--- config.mk ---
export PLATFORM = sky130hd
export DESIGN_NAME = cyclic_recon
export DESIGN_NICKNAME = d
export VERILOG_FILES = /design/src/rtl/cyclic_recon.sv
export SDC_FILE = /design/constraint.sdc
export NUM_CORES = 2
export LEC_CHECK = 0
export ABC_AREA = 1
export BUFFER_PORTS_ARGS = -buffer_cell sky130_fd_sc_hd__buf_2
export CORE_ASPECT_RATIO = 1.25
export CORE_UTILIZATION = 50
export DETAILED_ROUTE_END_ITERATION = 10
export PLACE_DENSITY_LB_ADDON = 0.08
export SETUP_SLACK_MARGIN = 0.5
export SLEW_MARGIN = 40
export SYNTH_ARGS = -nofsm -noshare
export SYNTH_HDL_FRONTEND = slang
export SYNTH_SLANG_ARGS = --single-unit
--- constraint.sdc ---
create_clock -name clk -period 4.4 [get_ports clk]
set_clock_uncertainty 0.15 [all_clocks]
set_input_delay 0.44 -clock clk [delete_from_list [all_inputs] [get_ports clk]]
set_output_delay 0.44 -clock clk [all_outputs]
set_load 0.01 [all_outputs]
--- src/rtl/cyclic_recon.sv ---
module cyclic_recon #(
  parameter int NCYC = 20,
  parameter int WW   = 24,
  parameter int AW   = 28,
  parameter int OW   = 16,
  parameter int SH   = 10,
  localparam int CW  = $clog2(NCYC + 1)
) (
  input  logic          clk,
  input  logic          rst_n,
  input  logic          start,
  input  logic [CW-1:0] ncyc,
  input  logic          dec_valid,
  input  logic [1:0]    dec,
  input  logic          wr_en,
  input  logic [CW-1:0] wr_idx,
  input  logic [WW-1:0] wr_data,
  input  logic          wr_commit,
  output logic          out_valid,
  output logic [OW-1:0] out_code,
  output logic          dec_err
);
  localparam int RW = AW - SH;
  localparam logic signed [AW-1:0] HALF = AW'(1) << (SH - 1);
  localparam logic signed [RW-1:0] QMAX = RW'((1 << (OW - 1)) - 1);
  localparam logic signed [RW-1:0] QMIN = ~QMAX;

  logic [NCYC-1:0][WW-1:0] wsh, wact;
  logic                    pend, busy;
  logic [CW-1:0]           idx, last;
  logic signed [AW-1:0]    acc, term;

  wire accept = busy && dec_valid && !start;
  wire fin    = accept && (idx == last);
  wire [CW-1:0] nsel = (ncyc == '0 || ncyc > CW'(NCYC)) ? CW'(NCYC) : ncyc;
  wire signed [AW-1:0] wext = $signed({{(AW - WW){1'b0}}, wact[idx]});

  always_comb begin
    case (dec)
      2'b01:   term = wext;
      2'b11:   term = -wext;
      default: term = '0;
    endcase
  end

  wire signed [AW-1:0] acc_n = acc + term;
  wire signed [AW-1:0] rnd   = acc_n + HALF;
  wire signed [RW-1:0] q     = rnd[AW-1:SH];
  wire [OW-1:0] sat = (q > QMAX) ? QMAX[OW-1:0] :
                      (q < QMIN) ? QMIN[OW-1:0] : q[OW-1:0];

  always_ff @(posedge clk) begin
    if (!rst_n) begin
      for (int k = 0; k < NCYC; k++) begin
        wsh[k]  <= WW'(1) << (WW - 1 - k);
        wact[k] <= WW'(1) << (WW - 1 - k);
      end
      pend <= 1'b0;
    end else begin
      if (wr_en && wr_idx < CW'(NCYC)) wsh[wr_idx] <= wr_data;
      if (start && pend) wact <= wsh;
      pend <= (pend && !start) || wr_commit;
    end
  end

  always_ff @(posedge clk) begin
    if (!rst_n) begin
      busy      <= 1'b0;
      idx       <= '0;
      last      <= '0;
      acc       <= '0;
      out_valid <= 1'b0;
      out_code  <= '0;
      dec_err   <= 1'b0;
    end else begin
      out_valid <= fin;
      dec_err   <= accept && (dec == 2'b10);
      if (fin) out_code <= sat;
      if (start) begin
        busy <= 1'b1;
        idx  <= '0;
        last <= nsel - 1'b1;
        acc  <= '0;
      end else if (accept) begin
        acc <= acc_n;
        idx <= idx + 1'b1;
        if (idx == last) busy <= 1'b0;
      end
    end
  end
endmodule

# ---- Word-level counts from Yosys, hierarchy flattened
# Index checks and enable logic that the tools add are counted.
dict set report totals {
  regBits 1018
  output_inout_bits 18
}
dict set report op_classes {
  add_sub_neg 5
  order_cmp 7
  n_eq_ne 4
  muxes 12
  n_bitwise 1
  reduce_logical 16
}
# operator count
set ops {}
lappend ops {{480-bit bitwise mux} 1}
lappend ops {{24-bit binary-select mux with 5-bit select} 1}
lappend ops {{24-bit demux with 5-bit select} 1}
lappend ops {{28-bit case mux with 2 select lines} 1}
lappend ops {{24-bit two-way mux} 2}
lappend ops {{16-bit two-way mux} 2}
lappend ops {{28-bit by 11-bit adder with 28-bit output (second input constant)} 1}
lappend ops {{28-bit adder} 1}
lappend ops {{24-bit negator with 28-bit output} 1}
lappend ops {{18-bit by 16-bit > comparator with 1-bit output (second input constant)} 1}
lappend ops {{18-bit by 16-bit < comparator with 1-bit output (second input constant)} 1}
lappend ops {{5-bit by 6-bit < comparator with 1-bit output (second input constant)} 2}
lappend ops {{1-bit logical AND} 8}
lappend ops {{5-bit by 1-bit adder with 5-bit output (second input constant)} 1}
lappend ops {{5-bit == test} 1}
lappend ops {{5-bit by 1-bit >= comparator with 1-bit output (second input constant)} 1}
lappend ops {{5-bit > comparator (second input constant)} 1}
lappend ops {{5-bit zero test} 1}
lappend ops {{5-bit < comparator (second input constant)} 1}
lappend ops {{5-bit two-way mux} 1}
lappend ops {{5-bit by 1-bit subtractor with 5-bit output (second input constant)} 1}
lappend ops {{2-bit == test (second input constant)} 2}
lappend ops {{2-bit nonzero test} 2}
lappend ops {{1-bit two-way mux} 3}
lappend ops {{6 further kinds} 7}

# ---- Logic depth before layout (Yosys ltp)
dict set report logic_depth {
  depth_word 9
  ltp_mapped 44
}

# ---- Least setup slack after synthesis
# No wires, ideal clock.
dict set report synth_path {
  path_kind {register -> register}
  from {register idx[0]}
  to {register out_code[10]}
  setup_ns 0.122
  arrival_time_ns 4.585
  required_ns 4.128
  setup_slack_ns -0.457
  stages_incl_launch_ff 38
  n_path_buf 4
  synth_period_minus_slack_ns 4.857
  path_cell_list {dfxtp_1 inv_2 buf_4 buf_2 clkbuf_1 o21ai_0 o22ai_1 nand2_1 nand2_1 inv_1 ha_1 nand2_1 inv_1 nand2_1 nor3_1 nor2_1 o21ai_0 a21oi_1 [2 not listed] o21ai_0 inv_1 nand3_1 nand2_1 nand2_1 ha_1 nand3_1 nor2_1 nand2_1 nor2_1 nand4_1 inv_1 nand2_1 nand3_1 nand2_1 inv_2 buf_4 a21oi_2}
}
dict set report synth_via {
  elab_chain_cells 9
  elab_cells_between_ends 12
  classes_between {3 x add/sub; 2 x order compare; 1 x eq/ne; 5 x mux; 1 x reduce/logical}
}
# element line_no
set synth_lines {}
lappend synth_lines {{from (decl)} 30} ;# logic [CW-1:0] idx, last;
lappend synth_lines {{from (signal assigned)} 86} ;# idx <= idx + 1'b1;
lappend synth_lines {{24-bit binary-select mux with 5-bit select *} 36} ;# wire signed [AW-1:0] wext = $signed({{(AW - WW){1'b0}}, wact[idx]});
lappend synth_lines {{24-bit two-way mux (not written as such) *} 36}
lappend synth_lines {{24-bit negator with 28-bit output} 41} ;# 2'b11: term = -wext;
lappend synth_lines {{28-bit case mux with 2 select lines *} 39} ;# case (dec)
lappend synth_lines {{28-bit adder *} 46} ;# wire signed [AW-1:0] acc_n = acc + term;
lappend synth_lines {{net acc_n[10]} 46}
lappend synth_lines {{28-bit by 11-bit adder with 28-bit output *} 47} ;# wire signed [AW-1:0] rnd = acc_n + HALF;
lappend synth_lines {{18-bit by 16-bit < comparator with 1-bit output} 50} ;# (q < QMIN) ? QMIN[OW-1:0] : q[OW-1:0];
lappend synth_lines {{16-bit two-way mux} 50}
lappend synth_lines {{16-bit two-way mux *} 49} ;# wire [OW-1:0] sat = (q > QMAX) ? QMAX[OW-1:0] :
lappend synth_lines {{to (signal assigned)} 78} ;# if (fin) out_code <= sat;
lappend synth_lines {{to (decl)} 20} ;# output logic [OW-1:0] out_code,
# Mark *: on every way through the listed nets, which the timed path passes. The rest lies on a longest branch. The select of a mux whose other input is x is not followed.
# A chain may end at the register's enable or synchronous reset.

# ---- Worst setup path in the final report
dict set report layout_path {
  from {register idx[0]}
  to {register out_code[11]}
}
dict set report layout_via {
  elab_chain_cells 9
  elab_cells_between_ends 12
  classes_between {3 x add/sub; 2 x order compare; 1 x eq/ne; 5 x mux; 1 x reduce/logical}
}
# element line_no
set layout_lines {}
lappend layout_lines {{24-bit binary-select mux with 5-bit select} 36}
lappend layout_lines {{24-bit two-way mux (not written as such)} 36}
lappend layout_lines {{24-bit negator with 28-bit output} 41}
lappend layout_lines {{28-bit case mux with 2 select lines} 39}
lappend layout_lines {{28-bit adder} 46}
lappend layout_lines {{28-bit by 11-bit adder with 28-bit output} 47}
lappend layout_lines {{18-bit by 16-bit < comparator with 1-bit output} 50}
lappend layout_lines {{16-bit two-way mux} 50}
lappend layout_lines {{16-bit two-way mux} 49}
# Parallel ways exist; a longest one is shown, timed or not. The select of a mux whose other input is x is not followed.

==> implementation parameters <==
Parameter                              Value

Job
  Max-capacitance violation count ... 0

Worst hold path
  Source of the worst hold timing path ... start
  Worst hold path depth ... 2
  Min-Delay Endpoint ... last[0]
  Worst min-delay path category ... primary input to register

Floorplanning
  Die Wd ... 264 µm
  Total I/O pin count ... 60
  Total core area ... 84700 µm²
  Starting Density ... 0.507
  Die height ... 330 µm
  Row cnt ... 119
  Area of the die ... 87100 µm²

Synthesis
  Number of synthesized register bits ... 1018
  Area fraction in and, or, nand and nor cells after synthesis ... 0.234
  Fraction of synthesis flops using an asynchronous set or reset pin ... 0
  Avg Synthesized Cell Area ... 6.95 µm²
  Seq/Total Area, Yosys ... 0.474
  Yosys warning total ... 0
  Library cells used by synthesis ... 40
  Count of flip-flops with a built-in enable after synthesis ... 0
  Post-synthesis share of cell area spent on full adders, half adders and majority gates ... 0.00949
  Cell area after synthesis ... 43000 µm²
  Synth Flop Type ... sky130_fd_sc_hd__dfxtp_1
  Synthesized-area fraction occupied by ao, oa, aoi and oai cells ... 0.194
  Post-synth net total ... 6254
  Fraction of synthesized cell area in xor and xnor cells ... 0.00509
  Largest family of logic cells by synthesized area ... simple AND/OR/NAND/NOR gates
  Proportion of synthesized area in mux cells ... 0
  Number of cells produced by synthesis ... 6180

Place
  Post-DP HPWL ... 85500 µm
  Number of buffers inserted by port buffering ... 59
  Worst setup slack before clock tree synthesis ... -1.19 ns
  Gp weighted congestion ... 0.950

Global route
  Number of antenna violations at the first check in global routing ... 4
  Final global-route overflow total ... 0
  Combined global-route utilization of all metal layers ... 0.306
  Number of global-route vias before repair ... 37400
  Maximum number of pins on one net before global-route repair ... 270
  Wire length of the first global-routing pass ... 210000 µm

STA
  Slew at the pin with the worst max-slew slack ... 0.932 ns
  Final count of hold timing violations ... 0
  Final number of setup-violating endpoints ... 26
  Final worst-path setup slack ... -0.848 ns
  Tmin final ... 5.25 ns
  Count of pins over their slew limit ... 0
  Worst slew margin relative to its limit ... 0.378
  Share of the cycle needed by the critical path after routing ... 1.19
  Unrepaired setup endpoints after global routing ... true
  Peak clock frequency supported by timing ... 191 MHz

Worst setup path
  Slack of the worst reg-to-reg path ... -0.85 ns
  Slowest CP cell ... sky130_fd_sc_hd__dfxtp_4
  Max FO, Critical Path ... 8
  CP endpoint kind ... register
  Timing startpoint of the critical path ... idx[0]
  CP Data Required Time ... 4.85 ns
  Arrival time of data at the critical path endpoint ... 5.70 ns
  Most numerous cell on the critical path ... sky130_fd_sc_hd__nand2_1
  Kind of start point of the critical path ... register
  Crit path largest cell delay ... 0.40 ns
  Capture instance of the worst register-to-register path ... out_code[11]
  Beginning of the worst register-to-register path ... idx[0]
  Number of cells on the worst reg-to-reg path ... 42
  Startpoint-to-endpoint class of the critical path ... register to register

Route
  DR vias ... 40400
  Routed Wire Length ... 137000 µm
  Antenna-violating nets left ... 0
  First-pass detailed-route iteration total ... 6
  Routed wire length per instance ... 18.0 µm
  Mean number of vias per cell ... 5.30
  Residual DRC count ... 0
  DRC violation total after the first TritonRoute iteration ... 3141

Power and ir drop
  Static power due to leakage ... 22.7 nW
  Power density relative to cell area ... 396 nW/µm²
  VDD IR-drop max ... 0.368 mV

Status
  Outcome ... finished with violations
  Failing checks ... negative setup slack

Finish
  Net count reported at finish ... 6518
  Top library cells by usage in the layout, fill and taps aside ... sky130_fd_sc_hd__nor2_1 (1572), sky130_fd_sc_hd__o21ai_0 (1063), sky130_fd_sc_hd__dfxtp_1 (1015), sky130_fd_sc_hd__nand2_1 (598), sky130_fd_sc_hd__buf_4 (479)
  Post-layout util ... 0.616
  Layout overhead on the synthesized area ... 21.4%
  Share of final-layout standard cells stronger than drive strength 1 ... 0.161
  Most frequent standard cell in the layout excluding fill and tap cells ... sky130_fd_sc_hd__nor2_1

Clocking
  Number of buffers created by CTS ... 100
  Sinks on the clock net ... 1018
  Root Buffer Master ... sky130_fd_sc_hd__clkbuf_16
  Number of H-tree levels ... 3
  Max clock buf depth ... 3
  CTS tree ... done
  Insertion delay of the later-clocked pin in the worst-skew pair ... 0.68 ns
  Clock input transition at the sequential cells of the worst setup and hold paths ... 0.06 ns
==> sequential cells by signal, indices dropped and copies added, names as in the netlist <==
signal and count:
acc 28, busy 1, dec_err 1, idx 5
last 5, out_code 16, out_valid 1, pend 1
wact 480, wsh 480
==> power breakdown <==
group          internal [W]  total [W]  switching [W]
logic              0.000865    0.00220        0.00133
clock network       0.00512    0.00882        0.00369
registers           0.00953    0.00966       0.000136
==> routing by layer <==
layer	routed length [µm]	GRT usage
met1	57900	0.381
met2	67900	0.545
met3	6850	0.0371
met4	4280	0.108
met5	24	0
==> through the flow <==
stage / cells / hold slack [ns] / instance area [µm²] / TNS [ns] / power, W
4_1_cts: 7582 / 0.00947 / 51200 / -13.07 / 0.0207
3_5_place_dp: 7376 / 0.284 / 47200 / -21.74 / 0.0119
2_1_floorplan: 6180 / 0.270 / 43200 / -0.0452 / 0.0110
3_3_place_gp: 7376 / 0.279 / 47200 / -19.76 / 0.0118
5_1_grt: 7613 / 0.0479 / 52200 / -24.15 / 0.0215
6_report: 7614 / 0.0576 / 52200 / -14.66 / 0.0207
==> critical path, delay by kind of cell, from the launching register on <==
| kind | cells | cell delay (ns) |
|---|---|---|
| simple gates | 25 | 2.29 |
| xor+xnor | 1 | 0.14 |
| buf+inv | 12 | 1.50 |
| compound gates | 3 | 0.36 |
| flops | 1 | 0.40 |
| fa+ha+maj | 1 | 0.33 |
==> worst max path at each step <==
| stage | to | cells past startpoint |
|---|---|---|
| after floorplan | out_code[12] | 40 |
| after global placement | out_code[8] | 38 |
| after detailed placement | out_code[7] | 37 |
| after CTS | out_code[4] | 38 |
| after global routing | out_code[14] | 39 |
| final | out_code[11] | 42 |
==> cell families (layout without fill, tap and decap cells) <==
family / Yosys count / count (layout)
other: 0 / 2
adder cells (fa/ha/maj): 32 / 32
AO/OA/AOI/OAI: 1619 / 1619
AND/OR/NAND/NOR: 2578 / 2579
XOR/XNOR: 25 / 25
flip-flops: 1018 / 1018
buffers and inverters: 908 / 1250
==> area by class of cell <==
type	count	area [µm²]
inverter	456	1740
multi-input combinational	4255	20100
sequential	1018	20400
antenna	2	5.00
clock inverter	36	458
clock buffer	145	2910
tap	1089	1360
fill	8033	32600
timing repair buffer	613	5220
==> repair_timing <==
item / CTS / global route
pin swaps: 31 / 72
setup buffers: 12 / 25
hold endpoints to repair: 10 / 0
setup endpoints to repair: 39 / 40
cloned: 3 / 3
hold buffers: 10 / 0
gates resized for setup: 86 / 212
==> Yosys cell counts, drive strengths merged, types with 24 or more instances <==
library cell  count  area (µm²)
o211ai           36         270
ha               31         388
inv             446        1670
clkbuf          365        1370
nand2           687        2580
a21oi           402        2070
buf              87         505
nand3           210        1050
o21ai          1141        5710
nor2           1622        6090
o22ai            26         163
nor3             24         120
dfxtp          1018       20400
No activity file was read; power rests on OpenSTA's default activity.
